## src/rtl/nhp_pkg.sv

```systemverilog
package nhp_pkg;
   typedef enum logic [2:0] {
      ST_IDLE,
      ST_DL_ACK,
      ST_DL_GAP,
      ST_UL_PRES,
      ST_UL_HOLD
   } port_state_t;

   localparam int unsigned CTRL_CLASS_BIT = 7;
   localparam int unsigned CTRL_WRITE_BIT = 6;
   localparam int unsigned CFG_AW         = 6;
endpackage

```

## src/rtl/nhp_sync.sv

```systemverilog
module nhp_sync #(
   parameter int               WIDTH   = 2,
   parameter int               STAGES  = 2,
   parameter logic [WIDTH-1:0] RST_VAL = '1
) (
   input  logic             clk,
   input  logic             rst_n,
   input  logic [WIDTH-1:0] d,
   output logic [WIDTH-1:0] q
);
   if (STAGES < 2) begin : g_bad_stages
      $error("nhp_sync needs at least two stages");
   end

   logic [STAGES-1:0][WIDTH-1:0] stg;

   always_ff @(posedge clk or negedge rst_n) begin
      if (!rst_n) stg <= {STAGES{RST_VAL}};
      else        stg <= {stg[STAGES-2:0], d};
   end

   assign q = stg[STAGES-1];
endmodule

```

## src/rtl/nhp_watchdog.sv

```systemverilog
module nhp_watchdog #(
   parameter int unsigned LIMIT = 1000
) (
   input  logic clk,
   input  logic rst_n,
   input  logic run,
   input  logic kick,
   output logic expire
);
   localparam int CW = $clog2(LIMIT + 1);

   logic [CW-1:0] cnt;

   always_ff @(posedge clk or negedge rst_n) begin
      if (!rst_n)                        cnt <= '0;
      else if (!run || kick)             cnt <= '0;
      else if (cnt != CW'(LIMIT - 1))    cnt <= cnt + 1'b1;
   end

   assign expire = run && !kick && (cnt == CW'(LIMIT - 1));
endmodule

```

## src/rtl/nhp_buffer.sv

```systemverilog
module nhp_buffer #(
   parameter int DEPTH     = 28,
   parameter int AW        = 5,
   parameter bit CLEAR_RST = 1'b1
) (
   input  logic          clk,
   input  logic          rst_n,
   input  logic          we,
   input  logic [AW-1:0] waddr,
   input  logic [7:0]    wdata,
   input  logic [AW-1:0] raddr_a,
   output logic [7:0]    rdata_a,
   input  logic [AW-1:0] raddr_b,
   output logic [7:0]    rdata_b,
   output logic [7:0]    head0,
   output logic [7:0]    head1
);
   logic [7:0] mem [DEPTH];

   if (CLEAR_RST) begin : g_clr
      always_ff @(posedge clk or negedge rst_n) begin
         if (!rst_n) begin
            for (int i = 0; i < DEPTH; i++) mem[i] <= '0;
         end else if (we && int'(waddr) < DEPTH) begin
            mem[waddr] <= wdata;
         end
      end
   end else begin : g_noclr
      always_ff @(posedge clk) begin
         if (we && int'(waddr) < DEPTH) mem[waddr] <= wdata;
      end
   end

   assign rdata_a = (int'(raddr_a) < DEPTH) ? mem[raddr_a] : 8'h00;
   assign rdata_b = (int'(raddr_b) < DEPTH) ? mem[raddr_b] : 8'h00;
   assign head0   = mem[0];
   assign head1   = mem[1];
endmodule

```

## src/rtl/nibble_port.sv

```systemverilog
module nibble_port
   import nhp_pkg::*;
#(
   parameter int          MAX_BYTES  = 28,
   parameter int unsigned TMO_CYCLES = 145_000_000,
   parameter int unsigned END_GAP    = 50_000,
   parameter int          SYNC_STG   = 2,
   parameter bit          CLEAR_RST  = 1'b1,
   localparam int         IDX_W      = $clog2(MAX_BYTES),
   localparam int         LEN_W      = $clog2(MAX_BYTES + 1)
) (
   input  logic             clk,
   input  logic             rst_n,
   input  logic             txreq_n,
   output logic             txack_n,
   output logic             rxreq_n,
   input  logic             rxack_n,
   input  logic [3:0]       bus_in,
   output logic [3:0]       bus_out,
   output logic             bus_oe,
   output logic             dl_done,
   output logic [LEN_W-1:0] dl_len,
   input  logic             up_go,
   input  logic [LEN_W-1:0] up_len,
   input  logic             side_we,
   input  logic [IDX_W-1:0] side_addr,
   input  logic [7:0]       side_wdata,
   output logic [7:0]       side_rdata,
   output logic [5:0]       mem_addr,
   output logic             mem_we,
   output logic [7:0]       mem_wdata,
   input  logic [7:0]       mem_rdata
);
   localparam int GW = $clog2(END_GAP + 1);
   localparam logic [LEN_W-1:0] MAX_L = LEN_W'(MAX_BYTES);

   if (MAX_BYTES < 2 || MAX_BYTES > 64) begin : g_bad_depth
      $error("MAX_BYTES must lie in 2..64");
   end
   if (END_GAP < 2 || END_GAP >= TMO_CYCLES) begin : g_bad_gap
      $error("END_GAP must be at least 2 and below TMO_CYCLES");
   end

   // handshake inputs: [1] download request, [0] upload accept
   logic [1:0] hs_s, hs_d;
   logic [3:0] bus_q;
   nhp_sync #(.WIDTH(2), .STAGES(SYNC_STG), .RST_VAL(2'b11)) u_sync (
      .clk(clk), .rst_n(rst_n), .d({txreq_n, rxack_n}), .q(hs_s));

   always_ff @(posedge clk or negedge rst_n) begin
      if (!rst_n) begin hs_d <= 2'b11; bus_q <= '0; end
      else        begin hs_d <= hs_s;  bus_q <= bus_in; end
   end

   wire treq_fall = hs_d[1] & ~hs_s[1];
   wire treq_rise = ~hs_d[1] & hs_s[1];
   wire rack_fall = hs_d[0] & ~hs_s[0];
   wire rack_rise = ~hs_d[0] & hs_s[0];

   port_state_t      state;
   logic             nib;
   logic [3:0]       lo_nib;
   logic [LEN_W-1:0] cnt, idx, ulen;
   logic [GW-1:0]    gap;
   logic             wd_expire;
   logic [7:0]       head0, head1, up_byte;
   logic             b_we;
   logic [IDX_W-1:0] b_waddr;
   logic [7:0]       b_wdata;

   nhp_watchdog #(.LIMIT(TMO_CYCLES)) u_wdog (
      .clk(clk), .rst_n(rst_n), .run(state != ST_IDLE),
      .kick(treq_fall | treq_rise | rack_fall | rack_rise), .expire(wd_expire));

   nhp_buffer #(.DEPTH(MAX_BYTES), .AW(IDX_W), .CLEAR_RST(CLEAR_RST)) u_buf (
      .clk(clk), .rst_n(rst_n), .we(b_we), .waddr(b_waddr), .wdata(b_wdata),
      .raddr_a(side_addr), .rdata_a(side_rdata),
      .raddr_b(idx[IDX_W-1:0]), .rdata_b(up_byte),
      .head0(head0), .head1(head1));

   wire gap_end   = (state == ST_DL_GAP) && !nib && !treq_fall && (gap == GW'(END_GAP - 1));
   wire is_cfg    = head0[CTRL_CLASS_BIT];
   wire is_cfg_wr = head0[CTRL_WRITE_BIT];

   always_comb begin
      b_we    = 1'b0;
      b_waddr = side_addr;
      b_wdata = side_wdata;
      unique case (state)
         ST_IDLE:   b_we = side_we;
         ST_DL_ACK: if (treq_rise && nib && cnt < MAX_L) begin
                       b_we    = 1'b1;
                       b_waddr = cnt[IDX_W-1:0];
                       b_wdata = {bus_q, lo_nib};
                    end
         ST_DL_GAP: if (gap_end && is_cfg && !is_cfg_wr) begin
                       b_we    = 1'b1;
                       b_waddr = IDX_W'(1);
                       b_wdata = mem_rdata;
                    end
         default:   b_we = 1'b0;
      endcase
      if (wd_expire) b_we = 1'b0;
   end

   always_ff @(posedge clk or negedge rst_n) begin
      if (!rst_n) begin
         state <= ST_IDLE;  nib <= 1'b0;  lo_nib <= '0;
         cnt <= '0;  idx <= '0;  ulen <= '0;  gap <= '0;
         txack_n <= 1'b1;  rxreq_n <= 1'b1;  bus_oe <= 1'b0;
         dl_done <= 1'b0;  dl_len <= '0;  mem_we <= 1'b0;  mem_wdata <= '0;
      end else begin
         dl_done <= 1'b0;
         mem_we  <= 1'b0;
         if (wd_expire) begin
            state <= ST_IDLE;  txack_n <= 1'b1;  rxreq_n <= 1'b1;
            bus_oe <= 1'b0;  cnt <= '0;  nib <= 1'b0;
         end else begin
            unique case (state)
               ST_IDLE: begin
                  if (treq_fall) begin
                     state <= ST_DL_ACK;  txack_n <= 1'b0;  cnt <= '0;  nib <= 1'b0;
                  end else if (up_go && up_len != '0) begin
                     state <= ST_UL_PRES;  ulen <= (up_len > MAX_L) ? MAX_L : up_len;
                     idx <= '0;  nib <= 1'b0;  bus_oe <= 1'b1;  rxreq_n <= 1'b0;
                  end
               end
               ST_DL_ACK: if (treq_rise) begin
                  txack_n <= 1'b1;  nib <= ~nib;  gap <= '0;  state <= ST_DL_GAP;
                  if (!nib)              lo_nib <= bus_q;
                  else if (cnt < MAX_L)  cnt <= cnt + 1'b1;
               end
               ST_DL_GAP: begin
                  if (treq_fall) begin
                     txack_n <= 1'b0;  state <= ST_DL_ACK;
                  end else if (gap_end) begin
                     state <= ST_IDLE;
                     if (!is_cfg) begin
                        dl_done <= 1'b1;  dl_len <= cnt;
                     end else if (is_cfg_wr) begin
                        mem_we    <= (cnt >= LEN_W'(2));
                        mem_wdata <= head1;
                     end else begin
                        state <= ST_UL_PRES;  ulen <= LEN_W'(2);  idx <= '0;
                        nib <= 1'b0;  bus_oe <= 1'b1;  rxreq_n <= 1'b0;
                     end
                  end else if (!nib) begin
                     gap <= gap + 1'b1;
                  end
               end
               ST_UL_PRES: if (rack_fall) begin
                  rxreq_n <= 1'b1;  state <= ST_UL_HOLD;
               end
               ST_UL_HOLD: if (rack_rise) begin
                  if (nib && idx == ulen - 1'b1) begin
                     bus_oe <= 1'b0;  state <= ST_IDLE;
                  end else begin
                     if (nib) idx <= idx + 1'b1;
                     nib <= ~nib;  rxreq_n <= 1'b0;  state <= ST_UL_PRES;
                  end
               end
               default: state <= ST_IDLE;
            endcase
         end
      end
   end

   assign bus_out  = nib ? up_byte[7:4] : up_byte[3:0];
   assign mem_addr = head0[CFG_AW-1:0];
endmodule

```

## config.mk

```make
export PLATFORM = sky130hd
export DESIGN_NAME = nibble_port
export DESIGN_NICKNAME = d
export VERILOG_FILES = /design/src/rtl/nhp_pkg.sv /design/src/rtl/nhp_sync.sv /design/src/rtl/nhp_watchdog.sv /design/src/rtl/nhp_buffer.sv /design/src/rtl/nibble_port.sv
export SDC_FILE = /design/constraint.sdc
export NUM_CORES = 1
export LEC_CHECK = 0
export BUFFER_PORTS_ARGS = -buffer_cell sky130_fd_sc_hd__buf_2
export CORE_MARGIN = 4
export CORE_UTILIZATION = 45
export DETAILED_ROUTE_END_ITERATION = 8
export PLACE_DENSITY_LB_ADDON = 0.25
export SYNTH_ARGS = -nofsm -noshare
export SYNTH_HDL_FRONTEND = slang
export SYNTH_SLANG_ARGS = --single-unit
```

## constraint.sdc

```tcl
create_clock -name clk -period 5.7 [get_ports clk]
set_clock_uncertainty 0.1 [all_clocks]
set_input_delay 1.71 -clock clk [delete_from_list [all_inputs] [get_ports clk]]
set_output_delay 1.71 -clock clk [all_outputs]
set_load 0.02 [all_outputs]
```

Yosys cells after proc, flatten, opt, wreduce, memory -nomap -nowiden --
Index checks and enable logic that the tools add are counted.
Cells by class: $add $sub $neg 5, order comparisons 10, eq/ne operators 37, muxes and demuxes 107, bitwise logic cells 18, reductions and logical operators 44
Operator list (number):
- bitwise mux 224 bit | 1
- 2-to-1 mux 5 bit | 23
- binary-select mux 8 bit (select 5 bit) | 2
- 2-to-1 mux 8 bit | 9
- 2-to-1 mux 16 bit | 4
- 2-to-1 mux 28 bit | 2
- 2-to-1 mux 1 bit | 41
- demux 8 bit (select 5 bit) | 1
- inequality test 3 x 2 -> 1 bit (second input constant) | 12
- one-hot mux 16 bit (2 select lines) | 1
- one-hot mux 5 bit (2 select lines) | 3
- adder 28 x 1 -> 28 bit (second input constant) | 1
- == test 28 bit (second input constant) | 1
- inequality test 28 bit (second input constant) | 1
- 2-to-1 mux 3 bit | 8
- inequality test 2 bit (second input constant) | 11
- < comparator 5 bit (second input constant) | 4
- >= comparator 6 bit (second input constant) | 3
- inverter 5 -> 6 bit | 3
- AND reduction 9 bit | 2
- adder 16 x 1 -> 16 bit (second input constant) | 1
- == test 16 bit (second input constant) | 1
- one-hot mux 8 bit (2 select lines) | 1
- one-hot mux 3 bit (5 select lines) | 1
- other kinds (38) | 84
Storage, ports and cells: register bits 319

Logic depth before layout (Yosys ltp) --
Gate-level depths: netlist of the first run.
word-level depth 15, gate-level depth with buffers 11

Hierarchy --
From an unflattened synthesis of the first run, not the netlist that was laid out.
Second synthesis, totals: cell total of the unflattened synthesis 1451, area, all modules 17968.5 um^2
Modules (own cells, without submodules):
- nhp_buffer | instances 1, cells an instance 867, area each 12426.9 um^2, sequential area each 5605.4 um^2
- nibble_port | instances 1, cells an instance 396, area each 3723.6 um^2, sequential area each 1581.5 um^2
- nhp_watchdog | instances 1, cells an instance 182, area each 1697.9 um^2, sequential area each 700.7 um^2
- nhp_sync | instances 1, cells an instance 6, area each 120.1 um^2, sequential area each 105.1 um^2

Least setup slack after synthesis of the first run --
No wires, ideal clock.
kind input -> output, start point input port side_addr[0], end point output port side_rdata[3], arrival time 3.835 ns, required time 3.890 ns, slack 0.055 ns, stages on the path 7, cells stage by stage clkbuf_1 > buf_2 > buf_1 > mux4_2 > mux2i_1 > o22ai_1 > mux2_2
On the way: longest elaborated chain between the ends 5, elaborated cells between the ends (all ways) 6
Ends and longest elaborated chain:
- from (decl) | RTL line nibble_port.sv:26 | input logic [IDX_W-1:0] side_addr,
- inverter 5 -> 6 bit (implied by the code) | RTL line nhp_buffer.sv:34 | assign rdata_a = (int'(raddr_a) < DEPTH) ? mem[raddr_a] : 8'h00;
- binary-select mux 8 bit (select 5 bit) | RTL line nhp_buffer.sv:34
- 2-to-1 mux 8 bit (implied by the code) (2 in series) | RTL line nhp_buffer.sv:34
- 2-to-1 mux 8 bit * | RTL line nhp_buffer.sv:34
- to (decl) | RTL line nibble_port.sv:28 | output logic [7:0] side_rdata,
Mark *: on every way between the ends. The rest lies on a longest branch, timed or not. The select of a mux whose other input is x is not followed.

Final worst setup path of the first run --
Ends and elaborated chain as after synthesis.

==> results of run 1 <==
-- power groups by stage --
stage / clock [mW] / sequential (mW) / combinational (mW)
after floorplan: 0 / 2.98 / 1.65
after global placement: 0 / 3.19 / 1.98
after detailed placement: 0 / 3.20 / 2.03
after CTS: 2.30 / 3.16 / 2.03
after global routing: 2.40 / 3.23 / 2.20
final: 2.25 / 3.18 / 2.02
-- cell usage in the layout, fill, tap and decap left out, drive strengths merged, types with 27 or more instances in the layout --
cell / synthesis / final
a21oi: 28 / 28
nand3: 45 / 45
buf: 44 / 98
nand2: 58 / 58
mux4: 132 / 132
inv: 26 / 27
nor2: 42 / 42
clkbuf: 55 / 51
o21ai: 32 / 32
dfrtp: 311 / 311
mux2: 250 / 250
-- kinds of logic (layout without fill, tap and decap cells) --
kind of cell | Yosys count | count (layout) | share of synthesized area (%)
multiplexers | 402 | 402 | 34.15
flip-flops | 319 | 319 | 45.58
AND/OR/NAND/NOR | 278 | 278 | 9.512
AO/OA/AOI/OAI | 145 | 145 | 5.559
buffers and inverters | 125 | 185 | 2.968
XOR/XNOR | 33 | 33 | 1.727
adder cells (fa/ha/maj) | 7 | 7 | 0.4995
other | 0 | 1 | 0
-- per-layer routing --
metal / part of all wire (%) / track usage, % / vias up
met1: 43 / 32.03 / 6141
met2: 47 / 35.54 / 402
met5: 0 / 0 / -
met3: 5.8 / 2.979 / 107
li1: - / - / 5081
met4: 3.8 / 7.967 / 0
-- flip-flops by register name (all words and copies together) (netlist names), 5 cells and up --
register,flops
cnt,5
u_buf.head0,8
u_buf.mem,208
mem_wdata,8
u_buf.head1,8
gap,16
idx,5
dl_len,5
u_wdog.cnt,28
ulen,5
-- layout make-up --
type / count / share of cell area (%)
antenna: 1 / 0.01277
clock buffer: 51 / 5.499
clock inverter: 10 / 0.3449
inverter: 26 / 0.4982
multi-input combinational: 865 / 46.08
sequential: 319 / 40.83
tap: 518 / 3.309
timing repair buffer: 98 / 3.424
-- metrics by stage --
stage,util (%),cells
2_1_floorplan,-,1309
3_5_place_dp,47.83,1826
6_report,50.80,1888
3_3_place_gp,47.83,1826
5_1_grt,50.80,1887
4_1_cts,50.80,1887
-- path summary, 6_finish.rpt --
check                                   startpoint  slack (ns)                         to  cells past startpoint
max in group asynchronous                    rst_n        3.37  u_buf.mem[16]$_DFFE_PN0P_                      2
min in group asynchronous                    rst_n        1.15         bus_q[3]$_DFF_PN0_                      1
hold / removal             u_sync.stg[0]$_DFF_PN1_        0.25      u_sync.q[0]$_DFF_PN1_                      0
hold reg to reg            u_sync.stg[0]$_DFF_PN1_        0.25      u_sync.q[0]$_DFF_PN1_                      0
setup / recovery                      side_addr[0]        0.18              side_rdata[3]                      6
setup reg to reg              state[0]$_DFFE_PN0P_        1.21  u_buf.mem[97]$_DFFE_PN0P_                      6
-- worst register-to-register path, stage by stage, from the launching register on --
cell	delay, ns
dfrtp_1	0.84
or3b_1	0.51
nor3_2	0.84
nand2_1	0.16
a2111oi_1	0.73
and3_1	0.76
mux2_2	0.42
==> impl_metrics.yaml, run 1 <==
power:
  vdd_drop_max_uv: 205.2
  p_sw_mw: 2.347
  p_sw_share_pct: 31.53
  power.share.clock_pct: 30.2
  p_int_mw: 5.097
  combPwrFrac_pct: 27.1
  total_power_mw: 7.444
  p_per_area_mw_per_mm2: 380.0
  p_seq_share_pct: 42.7
  leakagePower_nw: 8.651
drt:
  wl_per_cell_um: 24.50
  vias: 11730
  postRouteAntennaNets: 0
  vias_per_cell: 6.213
  drc: 0
  wirelength_um: 46250
  dr.pass1.iters: 6
  drtIter0Drc: 920
synthesis:
  async_flop_share_pct: 100.0
  ys.flop_type: "dfrtp_1"
  yosys.area.top_type: "dfrtp_1"
  postSynthAreaPerCell_um2: 13.40
  synth_edf_count: 0
  syn_nets: 1352
  yosys_register_bits: 319
  synth_area_leaders: "dfrtp_1 (44%), mux4_2 (17%), mux2_2 (16%)"
  yosysMostFrequentCell: "dfrtp_1"
  synth_area_mm2: 0.01753
  synth_commonest_cells: "dfrtp_1 (311), mux2_2 (250), mux4_2 (132)"
  yosysTopAreaCellShare_pct: 44.38
  yosysUniqueCellTypes: 74
  yosysWarnings: 0
  syn_inst: 1309
  ys_seq_area_share_pct: 45.58
setup_path:
  required_ns: 3.89
  end_kind: "output pin"
  cp_cell_sequence: "buf_4, buf_12, mux4_2, mux4_2, mux2_2, buf_2"
  cpMostUsedCell: "mux4_2"
  max_stage_delay_ns: 0.54
  cp_max_fo: 19
  crit_path_start_kind: "primary input"
  worst-path-buf-inv: 3
  cp.arrival_ns: 3.71
  slowest_stage: "mux4_2"
  critical-path-top-delay-family: "multiplexers"
  critical_path_class: "in -> out"
cts:
  cts_made_buffers: 36
  cts_htree_levels: 2
  clk_latency_ns: 0.53
  cts.sinks: 319
  post_cts_buffers: 0
  cts.path.max_buffers: 3
  cts_resized: 0
  clkTransAtPathRegs_ns: 0.05
  cts-root-buf: "clkbuf_16"
  cts_tree: "done"
  hold_buffers: 0
layout:
  finalNetCount: 1389
  drive_above_1_share_pct: 42.37
  seqCellArea_mm2: 0.007998
  stdcell_area_mm2: 0.01959
  n_fill_cell: 3374
  syn_to_final_growth_pct: 11.72
  multi_input_area_mm2: 0.009027
sta:
  fin_crit_sh_pct: 96.84
  setup_violations: 0
  tightest_slew_ns: 1.108
  rsz0062_at_grt: "no"
  fmax_ghz: 0.1812
  hold-worst-slack_ns: 0.2545
  finalMaxSlewViolations: 0
  timing.slew.headroom_pct: 26.16
  tns_ns: 0
  finalHoldViolCount: 0
  setup_ws_ns: 0.1803
  min_period_ns: 5.520
global_route:
  grt_max_degree: 118
  grt_pass1_vias: 12050
  grtUsageTotal_pct: 22.41
  antenna_found_initial: 0
  grt_first_pass_wirelength_um: 72700
  grt-ovfl-total: 0
placed_design:
  io_buffers: 71
  post_dp_cell_area_mm2: 0.01844
  dp_slack_ns: 0.1656
  dpl.hpwl_um: 31060
  place.gp.congestion: 0.8104
floorplan:
  fp.dieW_um: 205.4
  start_util_pct: 45.48
  die_height_um: 205.4
  die_area_mm2: 0.04219
  core-area_mm2: 0.03856
  ios: 72
  rows: 72
outcome:
  status: "complete, no violations"
hold_path:
  hold_path_class: "reg -> reg"
run:
  max-cap-violations: 0
Note: power is estimated with default switching activity, not from simulation.
==> run 2, diff against run 1 <==
--- a/config.mk
+++ b/config.mk
@@ -9,6 +9,7 @@
 export CORE_MARGIN = 4
 export CORE_UTILIZATION = 45
 export DETAILED_ROUTE_END_ITERATION = 8
+export GPL_TIMING_DRIVEN = 0
 export PLACE_DENSITY_LB_ADDON = 0.25
 export SYNTH_ARGS = -nofsm -noshare
 export SYNTH_HDL_FRONTEND = slang
==> run 2 against run 1 <==
Compared with the run above: count of clock-buffer cells in the layout grew 1; clock power grew 14%; cell area grew 2.2%; wire length grew 7.9%; global-route usage grew 1.6 points; total power grew 5.7%; flip-flop and latch count is the same; die area is the same; register-to-register slack gained 0.55 ns; critical path type unchanged; critical endpoint is now side_rdata[6]; highest routed layer unchanged.
==> impl_metrics.yaml, run 2 (synthesis results as in run 1) <==
sta:
  tightest_slew_ns: 1.215
  min_period_ns: 5.638
  fin_crit_sh_pct: 98.90
  rsz0062_at_grt: "no"
  finalMaxSlewViolations: 0
  timing.slew.headroom_pct: 18.64
  setup_violations: 0
  finalHoldViolCount: 0
  fmax_ghz: 0.1774
placed_design:
  io_buffers: 69
  place.gp.congestion: 0.8647
  dpl.hpwl_um: 34260
setup_path:
  cp.arrival_ns: 3.83
  max_stage_delay_ns: 0.40
  cpMostUsedCell: "buf_2"
  end_kind: "output pin"
  r2r-start: "u_sync.q[1]$_DFF_PN1_"
  worst_r2r_path_depth: 9
  slowest_stage: "buf_2"
  critical-path-top-delay-family: "buffers and inverters"
  worst-path-buf-inv: 4
  cp_cell_sequence: "buf_2, buf_2, buf_2, mux4_2, mux2i_1, o22ai_1, mux2_2, buf_2"
  r2r_slack_ns: 1.76
  crit_path_start_kind: "primary input"
  required_ns: 3.89
  r2r-end: "u_buf.mem[190]$_DFFE_PN0P_"
  cp_max_fo: 10
  critical_path_class: "in -> out"
layout:
  largest_register_ffs: 208
  final_common_cell: "dfrtp_1"
  finish.utilization_pct: 51.92
  finalNetCount: 1461
  diodes: 0
  syn_to_final_growth_pct: 14.18
  mostFrequentLayoutCells: "dfrtp_1 (311), mux2_2 (250), mux4_2 (132)"
  reg_top3: "u_buf.mem: 208 flops, u_wdog.cnt: 28 flops, gap: 16 flops"
  top_register: "u_buf.mem"
  drive_above_1_share_pct: 41.57
cts:
  cts.path.max_buffers: 3
  cts_made_buffers: 38
  cts.sinks: 319
  clk_latency_ns: 0.55
  cts_htree_levels: 2
  cts_tree: "done"
  clkTransAtPathRegs_ns: 0.05
  cts-root-buf: "clkbuf_16"
  hold_buffers: 0
  post_cts_buffers: 0
floorplan:
  rows: 72
  ios: 72
  die_height_um: 205.4
  start_util_pct: 45.48
  core-area_mm2: 0.03856
  die_area_mm2: 0.04219
  fp.dieW_um: 205.4
drt:
  dr.pass1.iters: 5
  drc: 0
  wirelength_um: 49910
  postRouteAntennaNets: 0
  vias_per_cell: 6.214
  vias: 12220
  drtIter0Drc: 968
  wl_per_cell_um: 25.39
global_route:
  antenna_found_initial: 0
  grtUsageTotal_pct: 24.03
  grt-ovfl-total: 0
  grt_max_degree: 122
  grt_first_pass_wirelength_um: 76930
  grt_pass1_vias: 12480
power:
  vdd_drop_max_uv: 178.1
  leakagePower_nw: 8.868
  p_per_area_mw_per_mm2: 393.0
  total_power_mw: 7.868
outcome:
  status: "complete, no violations"
run:
  max-cap-violations: 0
hold_path:
  hold_depth: 0
  hold_end: "u_sync.q[1]$_DFF_PN1_"
  hp-start: "u_sync.stg[1]$_DFF_PN1_"
  hold_path_class: "reg -> reg"
-- run 2: cell type report --
class	count	area, µm²
inverter	26	97.59
multi-input combinational	865	9021
tap	518	648.1
clock buffer	52	1094
fill	3303	18540
buffer	97	513.0
sequential	319	7993
clock inverter	18	244.0
timing repair buffer	71	410.4
-- run 2: worst max-delay path by stage --
stage / start / endpoint / slack, ns / cells after the start
global route: side_addr[1] / side_rdata[6] / 0.0004 / 8
CTS: side_addr[1] / side_rdata[1] / 0.009 / 7
detailed placement: side_addr[1] / side_rdata[1] / -0.97 / 7
global placement: rst_n / u_buf.mem[139]$_DFFE_PN0P_ / -3.35 / 1
floorplan: side_addr[0] / side_rdata[3] / 0.06 / 7
finish: side_addr[1] / side_rdata[6] / 0.06 / 8
-- run 2: layer usage --
layer	track usage (%)	part of all wire, %	wire [µm]
met1	33.46	42	20890
met2	37.68	47	23640
met3	4.886	7.0	3477
met4	8.876	3.8	1903
met5	0	0	0
-- run 2: repair_timing --
action,in CTS,in global routing
resized for setup,52,16
cloned,0,0
setup endpoints to repair,12,12
-- run 2: per-stage QoR --
step | hold WS (ns) | setup TNS, ns | instance area, µm² | worst slack [ns] | cells
floorplan | 0.2452 | 0 | 17530 | 0.05532 | 1309
global placement | 0.2508 | -1044.73 | 18530 | -3.346 | 1896
detailed placement | 0.2507 | -7.705 | 18590 | -0.9679 | 1898
CTS | 0.2502 | 0 | 20000 | 0.009424 | 1967
global route | 0.2503 | 0 | 20020 | 0.0003579 | 1966
finish | 0.2529 | 0 | 20020 | 0.06248 | 1966
-- run 2: power by group --
part | internal (mW) | switching, mW | leakage, nW
Clock | 1.58 | 0.992 | 0.650
Combinational | 1.11 | 1.11 | 3.88
Sequential | 2.71 | 0.356 | 4.34
Total | 5.41 | 2.46 | 8.87
==> run 3, diff against run 2 <==
--- a/config.mk
+++ b/config.mk
@@ -10,7 +10,8 @@
 export CORE_UTILIZATION = 45
 export DETAILED_ROUTE_END_ITERATION = 8
 export GPL_TIMING_DRIVEN = 0
-export PLACE_DENSITY_LB_ADDON = 0.25
+export PLACE_DENSITY = 0.65
+export SLEW_MARGIN = 20
 export SYNTH_ARGS = -nofsm -noshare
 export SYNTH_HDL_FRONTEND = slang
 export SYNTH_SLANG_ARGS = --single-unit
==> run 3 against run 2 <==
Compared with the run above: critical path type unchanged; worst hold slack better by 0.0028 ns; fmax fell by 0.34%; total power up 0.40%; combinational power increased by 2%; wire length decreased by 0.67%; sequential share of layout area is essentially flat; sequential power about the same; via count is essentially flat; first-iteration DRC count fell by 8.6%; critical path depth unchanged; die area is the same; critical endpoint is now side_rdata[7]; cell area about the same.
==> impl_metrics.yaml, run 3 (synthesis results as in run 1) <==
floorplan:
  die_area_mm2: 0.04219
  die_height_um: 205.4
  fp.dieW_um: 205.4
  ios: 72
  rows: 72
  core-area_mm2: 0.03856
  start_util_pct: 45.48
cts:
  hold_buffers: 0
  cts-root-buf: "clkbuf_16"
  cts_htree_levels: 2
  cts_made_buffers: 38
  clk_latency_ns: 0.55
  clkTransAtPathRegs_ns: 0.06
  cts.sinks: 319
  post_cts_buffers: 0
  cts.path.max_buffers: 3
  cts_tree: "done"
layout:
  diodes: 0
  top_register: "u_buf.mem"
  largest_register_ffs: 208
  stdcell_area_mm2: 0.02004
  syn_to_final_growth_pct: 14.29
  reg_top3: "u_buf.mem: 208 flops, u_wdog.cnt: 28 flops, gap: 16 flops"
  n_fill_cell: 3360
  finalNetCount: 1464
  final_common_cell: "dfrtp_1"
  drive_above_1_share_pct: 41.34
  mostFrequentLayoutCells: "dfrtp_1 (311), mux2_2 (250), mux4_2 (132)"
power:
  vdd_drop_max_uv: 193.3
  p_per_area_mw_per_mm2: 394.2
  leakagePower_nw: 8.881
  total_power_mw: 7.900
sta:
  fmax_ghz: 0.1768
  fin_crit_sh_pct: 99.24
  finalMaxSlewViolations: 0
  rsz0062_at_grt: "no"
  setup_violations: 0
  tightest_slew_ns: 1.068
  tns_ns: 0
  finalHoldViolCount: 0
  hold-worst-slack_ns: 0.2557
  min_period_ns: 5.657
  timing.slew.headroom_pct: 28.64
global_route:
  grtUsageTotal_pct: 24.00
  antenna_found_initial: 1
  grt-ovfl-total: 0
  grt_first_pass_wirelength_um: 76510
  grt_pass1_vias: 12590
  grt_max_degree: 99
run:
  max-cap-violations: 0
drt:
  wl_per_cell_um: 25.21
  drc: 0
  wirelength_um: 49580
  vias_per_cell: 6.217
  postRouteAntennaNets: 0
  drtIter0Drc: 885
  dr.pass1.iters: 5
  vias: 12230
placed_design:
  post_dp_cell_area_mm2: 0.01862
  place.gp.congestion: 0.9078
  dpl.hpwl_um: 34850
  io_buffers: 69
outcome:
  status: "complete, no violations"
setup_path:
  end_kind: "output pin"
  cp_cell_sequence: "buf_2, buf_2, clkbuf_4, mux4_2, mux2i_1, o22ai_1, mux2_2, buf_2"
  crit_path_start_kind: "primary input"
  cp.arrival_ns: 3.85
  worst-path-buf-inv: 4
  cpMostUsedCell: "buf_2"
  max_stage_delay_ns: 0.36
  cp_max_fo: 10
  slowest_stage: "buf_2"
  critical-path-top-delay-family: "buffers and inverters"
  required_ns: 3.89
  critical_path_class: "in -> out"
hold_path:
  hold_path_class: "reg -> reg"
## run 3: where the power goes
part | total, mW | switching [mW] | leakage, nW | internal [mW]
combinational | 2.28 | 1.16 | 3.89 | 1.12
sequential | 3.07 | 0.354 | 4.34 | 2.71
clock | 2.55 | 0.976 | 0.652 | 1.58
## run 3: worst paths after layout
check                      depth (start not counted)                          to  slack [ns]                     from
max                                                8               side_rdata[7]        0.04             side_addr[1]
min                                                0       u_sync.q[1]$_DFF_PN1_        0.26  u_sync.stg[1]$_DFF_PN1_
max reg2reg                                       10  u_buf.mem[169]$_DFFE_PN0P_        1.66    u_sync.q[1]$_DFF_PN1_
min reg2reg                                        0       u_sync.q[1]$_DFF_PN1_        0.26  u_sync.stg[1]$_DFF_PN1_
max in group asynchronous                          3   u_buf.mem[27]$_DFFE_PN0P_        3.30                    rst_n
min in group asynchronous                          1  u_wdog.cnt[15]$_DFFE_PN0P_        0.98                    rst_n
## run 3: metal layers
metal	global-route usage, %	share of wire, %
met1	32.90	42
met2	36.85	46
met3	5.831	7.9
met4	10.19	3.9
met5	0	0.040
## run 3: layout make-up
class	instances	area [µm²]	share of cell area [%]
Timing Repair Buffer	72	437.9	2.185
Tap cell	518	648.1	3.234
Multi-Input combinational cell	865	9021	45.02
Inverter	26	97.59	0.4870
Sequential cell	319	7993	39.89
Buffer	99	516.7	2.579
Clock buffer	58	1190	5.938
Clock inverter	10	135.1	0.6743
## run 3: timing repair
| action | 4_1_cts | 5_1_grt |
|---|---|---|
| endpoints found under the setup margin | 12 | 8 |
| pin swaps | 0 | 0 |
| cloned | 0 | 0 |
| resized for setup | 50 | 7 |
## run 3: metrics by stage
| step | util (%) | setup WS, ns | cells |
|---|---|---|---|
| 6_report | 51.97 | 0.04324 | 1967 |
| 3_3_place_gp | 48.05 | -3.325 | 1896 |
| 4_1_cts | 51.95 | 0.02539 | 1967 |
| 3_5_place_dp | 48.29 | -0.8391 | 1899 |
| 5_1_grt | 51.97 | 0.02717 | 1967 |
| 2_1_floorplan | - | 0.05532 | 1309 |
